==> src/rtl/bsp_pe_pkg.sv <==
package bsp_pe_pkg;
  localparam int unsigned ROUTE_W = 13;

  typedef enum logic [2:0] {
    V_HOLD, V_NORTH, V_SOUTH, V_MEM, V_ZERO, V_ONE, V_PLUS, V_CARRY
  } vsrc_e;

  typedef enum logic [2:0] {
    H_HOLD, H_EAST, H_WEST, H_MEM, H_ZERO, H_ONE, H_PLUS, H_CARRY
  } hsrc_e;

  typedef enum logic [1:0] {K_HOLD, K_CARRY, K_BORROW, K_MEM} ksrc_e;

  typedef enum logic [1:0] {X_HOLD, X_SOUTH, X_MEM, X_CLEAR} xsrc_e;

  typedef enum logic [2:0] {
    W_NONE, W_PLUS, W_CARRY, W_BORROW, W_XFER, W_K, W_H, W_V
  } wsrc_e;

  // Field order, MSB first, sits directly above the address bits
  typedef struct packed {
    wsrc_e w_sel;
    xsrc_e x_sel;
    ksrc_e k_sel;
    hsrc_e h_sel;
    vsrc_e v_sel;
  } route_t;

  typedef struct packed {
    logic plus;
    logic carry;
    logic borrow;
  } alu_t;
endpackage

==> src/rtl/bsp_pe_alu.sv <==
module bsp_pe_alu
  import bsp_pe_pkg::*;
(
  input  logic v_i,
  input  logic h_i,
  input  logic k_i,
  output alu_t res_o
);
  always_comb begin
    res_o.plus   = v_i ^ h_i ^ k_i;
    res_o.carry  = (v_i & h_i) | (v_i & k_i) | (h_i & k_i);
    res_o.borrow = (~v_i & h_i) | (~v_i & k_i) | (h_i & k_i);
  end
endmodule

==> src/rtl/bsp_pe_mem.sv <==
module bsp_pe_mem #(
  parameter int unsigned ADDR_W = 7,
  localparam int unsigned DEPTH = 1 << ADDR_W
) (
  input  logic              clk_i,
  input  logic              we_i,
  input  logic [ADDR_W-1:0] addr_i,
  input  logic              wdata_i,
  output logic              rdata_o
);
  logic [DEPTH-1:0] bits_q;

  always_ff @(posedge clk_i) begin
    if (we_i) bits_q[addr_i] <= wdata_i;
  end

  assign rdata_o = bits_q[addr_i];
endmodule

==> src/rtl/bsp_pe_regs.sv <==
module bsp_pe_regs
  import bsp_pe_pkg::*;
(
  input  logic   clk_i,
  input  logic   rst_ni,
  input  route_t route_i,
  input  alu_t   alu_i,
  input  logic   rd_i,
  input  logic   vert_n_i,
  input  logic   vert_s_i,
  input  logic   horiz_e_i,
  input  logic   horiz_w_i,
  input  logic   xfer_s_i,
  output logic   v_q_o,
  output logic   h_q_o,
  output logic   k_q_o,
  output logic   x_q_o
);
  logic v_d, h_d, k_d, x_d;

  always_comb begin
    unique case (route_i.v_sel)
      V_HOLD:  v_d = v_q_o;
      V_NORTH: v_d = vert_n_i;
      V_SOUTH: v_d = vert_s_i;
      V_MEM:   v_d = rd_i;
      V_ZERO:  v_d = 1'b0;
      V_ONE:   v_d = 1'b1;
      V_PLUS:  v_d = alu_i.plus;
      V_CARRY: v_d = alu_i.carry;
      default: v_d = v_q_o;
    endcase

    unique case (route_i.h_sel)
      H_HOLD:  h_d = h_q_o;
      H_EAST:  h_d = horiz_e_i;
      H_WEST:  h_d = horiz_w_i;
      H_MEM:   h_d = rd_i;
      H_ZERO:  h_d = 1'b0;
      H_ONE:   h_d = 1'b1;
      H_PLUS:  h_d = alu_i.plus;
      H_CARRY: h_d = alu_i.carry;
      default: h_d = h_q_o;
    endcase

    unique case (route_i.k_sel)
      K_HOLD:   k_d = k_q_o;
      K_CARRY:  k_d = alu_i.carry;
      K_BORROW: k_d = alu_i.borrow;
      K_MEM:    k_d = rd_i;
      default:  k_d = k_q_o;
    endcase

    unique case (route_i.x_sel)
      X_HOLD:  x_d = x_q_o;
      X_SOUTH: x_d = xfer_s_i;
      X_MEM:   x_d = rd_i;
      X_CLEAR: x_d = 1'b0;
      default: x_d = x_q_o;
    endcase
  end

  always_ff @(posedge clk_i or negedge rst_ni) begin
    if (!rst_ni) begin
      v_q_o <= 1'b0;
      h_q_o <= 1'b0;
      k_q_o <= 1'b0;
      x_q_o <= 1'b0;
    end else begin
      v_q_o <= v_d;
      h_q_o <= h_d;
      k_q_o <= k_d;
      x_q_o <= x_d;
    end
  end
endmodule

==> src/rtl/bsp_pe.sv <==
module bsp_pe
  import bsp_pe_pkg::*;
#(
  parameter int unsigned ADDR_W = 7,
  localparam int unsigned INSTR_W = ROUTE_W + ADDR_W
) (
  input  logic               clk_i,
  input  logic               rst_ni,
  input  logic [INSTR_W-1:0] instr_i,
  input  logic               vert_n_i,
  input  logic               vert_s_i,
  input  logic               horiz_e_i,
  input  logic               horiz_w_i,
  input  logic               xfer_s_i,
  output logic               vert_o,
  output logic               horiz_o,
  output logic               xfer_o
);
  route_t            route;
  logic [ADDR_W-1:0] addr;
  alu_t              alu;
  logic              v_q, h_q, k_q, x_q;
  logic              we, wdata, rdata, rd_eff;

  assign route = route_t'(instr_i[INSTR_W-1:ADDR_W]);
  assign addr  = instr_i[ADDR_W-1:0];
  assign we    = (route.w_sel != W_NONE);

  // Single port: a writing cycle has no read
  assign rd_eff = we ? 1'b0 : rdata;

  always_comb begin
    unique case (route.w_sel)
      W_PLUS:   wdata = alu.plus;
      W_CARRY:  wdata = alu.carry;
      W_BORROW: wdata = alu.borrow;
      W_XFER:   wdata = x_q;
      W_K:      wdata = k_q;
      W_H:      wdata = h_q;
      W_V:      wdata = v_q;
      default:  wdata = 1'b0;
    endcase
  end

  bsp_pe_alu u_alu (
    .v_i  (v_q),
    .h_i  (h_q),
    .k_i  (k_q),
    .res_o(alu)
  );

  bsp_pe_mem #(.ADDR_W(ADDR_W)) u_mem (
    .clk_i  (clk_i),
    .we_i   (we),
    .addr_i (addr),
    .wdata_i(wdata),
    .rdata_o(rdata)
  );

  bsp_pe_regs u_regs (
    .clk_i    (clk_i),
    .rst_ni   (rst_ni),
    .route_i  (route),
    .alu_i    (alu),
    .rd_i     (rd_eff),
    .vert_n_i (vert_n_i),
    .vert_s_i (vert_s_i),
    .horiz_e_i(horiz_e_i),
    .horiz_w_i(horiz_w_i),
    .xfer_s_i (xfer_s_i),
    .v_q_o    (v_q),
    .h_q_o    (h_q),
    .k_q_o    (k_q),
    .x_q_o    (x_q)
  );

  assign vert_o  = v_q;
  assign horiz_o = h_q;
  assign xfer_o  = x_q;
endmodule

==> config.mk <==
export PLATFORM = sky130hd
export DESIGN_NAME = bsp_pe
export DESIGN_NICKNAME = d
export VERILOG_FILES = /design/src/rtl/bsp_pe_pkg.sv /design/src/rtl/bsp_pe_alu.sv /design/src/rtl/bsp_pe_mem.sv /design/src/rtl/bsp_pe_regs.sv /design/src/rtl/bsp_pe.sv
export SDC_FILE = /design/constraint.sdc
export NUM_CORES = 1
export LEC_CHECK = 0
export BUFFER_PORTS_ARGS = -buffer_cell sky130_fd_sc_hd__buf_2
export CORE_UTILIZATION = 61
export DETAILED_ROUTE_END_ITERATION = 10
export PLACE_DENSITY = 0.79
export REMOVE_ABC_BUFFERS = 1
export SETUP_SLACK_MARGIN = 0.05
export SLEW_MARGIN = 40
export SYNTH_ARGS = -nofsm -noshare
export SYNTH_HDL_FRONTEND = slang
export SYNTH_SLANG_ARGS = --single-unit
==> constraint.sdc <==
create_clock -name clk_i -period 8.7 [get_ports clk_i]
set_input_delay 0.87 -clock clk_i [delete_from_list [all_inputs] [get_ports clk_i]]
set_output_delay 0.87 -clock clk_i [all_outputs]
set_load 0.01 [all_outputs]
==> summary.md <==
| Metric | Value |
|---|---|
| Top cell family by delay on the critical path | multiplexers |
| Area delta synth->final | 11.2% |
| Clk buf depth | 2 |
| Cells after Synth | between 400 and 500 |
| GP Congestion | 0.769 |
| WP data required | 9090 ps |
| Syn Area/Cell | ~14 um2 |
| CTS tree | done |
| Cell Pwr Density | approximately 220 mW/mm2 |
| WS Path Type | primary input to flop |
| Port Buffer Count | 29 |
| First drt pass iteration count | 5 |
| Stages on worst setup path | 8 |
| Post-route antenna net violation count | 0 |
| Critical path arrival | about 3300 ps |
| Yosys warns | 0 |
| CORE AREA | 0.00982 mm2 |
| Largest net degree at the start of global routing | 129 |
| Slew HR | 0.416 |
| # nets final | 513 |
| RSZ-0062 raised after global routing | false |
| Ant diodes | 0 |
| Maximum vdd drop | 0.119 mV |
| IO Count | 30 |
| Die ar. | 0.0106 mm2 |
| Crit path max fanout | 51 |
| Seq/Total Area, Yosys | 0.633 |
| Hold_buf cts | 0 |
| Status | finished, final reports clean |
| DR vias | 3946 |
| Die Ht | ~100 um |
| Wire length per cell | roughly 20 um |
| Fraction of layout cells with a size suffix above 1 | 0.169 |
| P_leak | 2.28 nW |
| Die X | slightly above 100 um |
| Flops & latches, synth | 132 |
| Grt ovf | 0 |
| Fin. Hold Viols | 0 |
| Critical-path cell list | buf_2, buf_4, mux4_1, mux4_2, nor3b_1, a211oi_2, nand3_2, o32ai_1 |
| Final setup fails | 0 |
| Max frequency | ~350 MHz |
| Vias/cell | 6.26 |
| Most common cell after layout, fill and taps aside | nor2_1 |
| Fin Hold WS | about 140 ps |
| Post-CTS Setup Inserts | 0 |
| Max-Cap Viols | 0 |
| First-pass GRT wire length | ~20 mm |
| Final WL | around 13 mm |
| Synth Cell Area | approximately 0.0062 mm2 |
| Netlist cell types | 50 |
| Fin Setup TNS | 0 ps |
| Number of clock buffers inserted by TritonCTS | 17 |
| CP bufs+invs | 2 |
| First DRT Iteration DRCs | 449 |
| Initial antenna violation count | 0 |
| Skew final | 4.63 ps |
| Minimum clock period | 2870 ps |
| Skew-Pair Late Insertion Delay | roughly 520 ps |
| Critical Path Start Type | primary input |
| Crit end category | flop |
| Initial core utilization | 0.635 |
| CTS Root Cell | clkbuf_8 |
| R2R cell count | 6 |
| Number of clock sinks | 132 |
| DP HPWL | 7.54 mm |
| Fill count | approximately 670 |
| Max stage delay cell, worst path | mux4_1 |
| Most frequent cells in the layout | 134 x nor2_1, 128 x edfxtp_1, 29 x buf_2, 26 x nand2_1 |
| Period utilization | 0.330 |
| Number of gates resized after cts | 0 |
| Vias in the first global route | around 3.8k |
| Clock Pin Slew Worst Setup and Hold Paths | 60 ps |
| Number of max-slew violations in the final report | 0 |
| Hold Path Class | primary input to asynchronous set/reset pin |
| Critical Path Max Stage Delay | around 660 ps |
| CTS H-tree lvls | 4 |
| Gr usage total | 0.262 |
| Worst-Margin Slew | a little under 900 ps |
| Row count | 36 |
| DRC viols | 0 |
## cell families after synthesis
| group | after synthesis | synth area share |
|---|---|---|
| AO/OA/AOI/OAI | 40 | 0.0458 |
| adder cells (fa/ha/maj) | 2 | 0.00642 |
| buffers and inverters | 32 | 0.0357 |
| flip-flops | 132 | 0.633 |
| multiplexers | 45 | 0.135 |
| AND/OR/NAND/NOR | 209 | 0.144 |
## worst reg2reg max path, delay by kind of cell, from the launching register on
kind / cells / cell delay (ps)
AOI/OAI and AO/OA: 2 / 250
DFF: 1 / 440
and+or+nand+nor: 1 / 210
buffers and inverters: 2 / 670
adders and majority gates: 1 / 500
## cell usage after synthesis, drive strengths merged
cell / number / area [um2]
nor2: 134 / 503
edfxtp: 128 / 3840
mux4: 27 / 661
nand2: 26 / 97.6
mux2i: 16 / 160
clkbuf: 15 / 77.6
buf: 12 / 126
nand3: 12 / 65.1
nor3: 11 / 55.1
a21oi: 10 / 50.1
o22ai: 6 / 37.5
inv: 5 / 18.8
nor3b: 5 / 37.5
dfrtp: 4 / 100
nand2b: 4 / 25.0
nor2b: 4 / 25.0
o21ai: 4 / 20.0
o221ai: 4 / 35.0
or3: 3 / 20.0
a211o: 2 / 17.5
a211oi: 2 / 20.0
fa: 2 / 40.0
mux2: 2 / 22.5
nand3b: 2 / 15.0
nand4: 2 / 12.5
o31a: 2 / 17.5
o31ai: 2 / 15.0
o32ai: 2 / 17.5
or2: 2 / 12.5
a22oi: 1 / 7.51
a2bb2oi: 1 / 8.76
a31oi: 1 / 6.26
a41oi: 1 / 8.76
and2: 1 / 6.26
and2b: 1 / 7.51
nor4: 1 / 6.26
o211ai: 1 / 7.51
o41ai: 1 / 16.3
or3b: 1 / 8.76
## sequential cells by signal, summed over array words and instances (netlist names)
signal,cells
u_mem.bits_q,128
u_regs.h_q_o,1
u_regs.k_q_o,1
u_regs.v_q_o,1
u_regs.x_q_o,1
## routing by layer
metal / vias to the layer above / track usage / wire [um]
li1: 1775 / - / -
met2: 182 / 0.450 / 6530
met4: 0 / 0.0932 / 216
met1: 1964 / 0.325 / 5230
met3: 25 / 0.0678 / 905
met5: - / 0 / 0
## power by group
part	internal (W)	switching, W	leakage (nW)
clock network	0.000407	0.000253	0.274
registers	0.000735	0.00000343	1.21
logic	0.0000422	0.0000949	0.790
total	0.00118	0.000351	2.28
## cell type report
class	instances	area [um2]	area share
Clock buffer	23	477	0.0688
Timing Repair Buffer	32	171	0.0247
Multi-Input combinational cell	296	2080	0.300
Tap cell	133	166	0.0240
Clock inverter	9	78.8	0.0114
Sequential cell	132	3940	0.569
Inverter	5	18.8	0.00271
## path summary, 6_finish.rpt
check                           slack (ps)         start                to
worst min-delay path                   140        rst_ni      u_regs.v_q_o
min in group clk_i                     540   instr_i[16]      u_regs.x_q_o
worst max-delay path                  5830    instr_i[0]      u_regs.x_q_o
worst max register to register        6230  u_regs.v_q_o  u_mem.bits_q[83]
worst min register to register         620  u_regs.x_q_o      u_regs.x_q_o
max in group asynchronous             8450        rst_ni      u_regs.h_q_o
## stage by stage
| stage | instances | instance area (um2) | setup WS (ps) | power, W | utilization |
|---|---|---|---|---|---|
| CTS | 630 | 6930 | 5850 | 0.00154 | 0.706 |
| detailed placement | 598 | 6380 | 5310 | 0.000887 | 0.649 |
| global placement | 598 | 6370 | 5390 | 0.000882 | 0.649 |
| finish | 630 | 6930 | 5830 | 0.00153 | 0.706 |
| floorplan | 433 | 6030 | 1260 | 0.000842 | - |
| global route | 630 | 6930 | 5710 | 0.00158 | 0.706 |
Note: power is estimated with default switching activity, not from simulation.
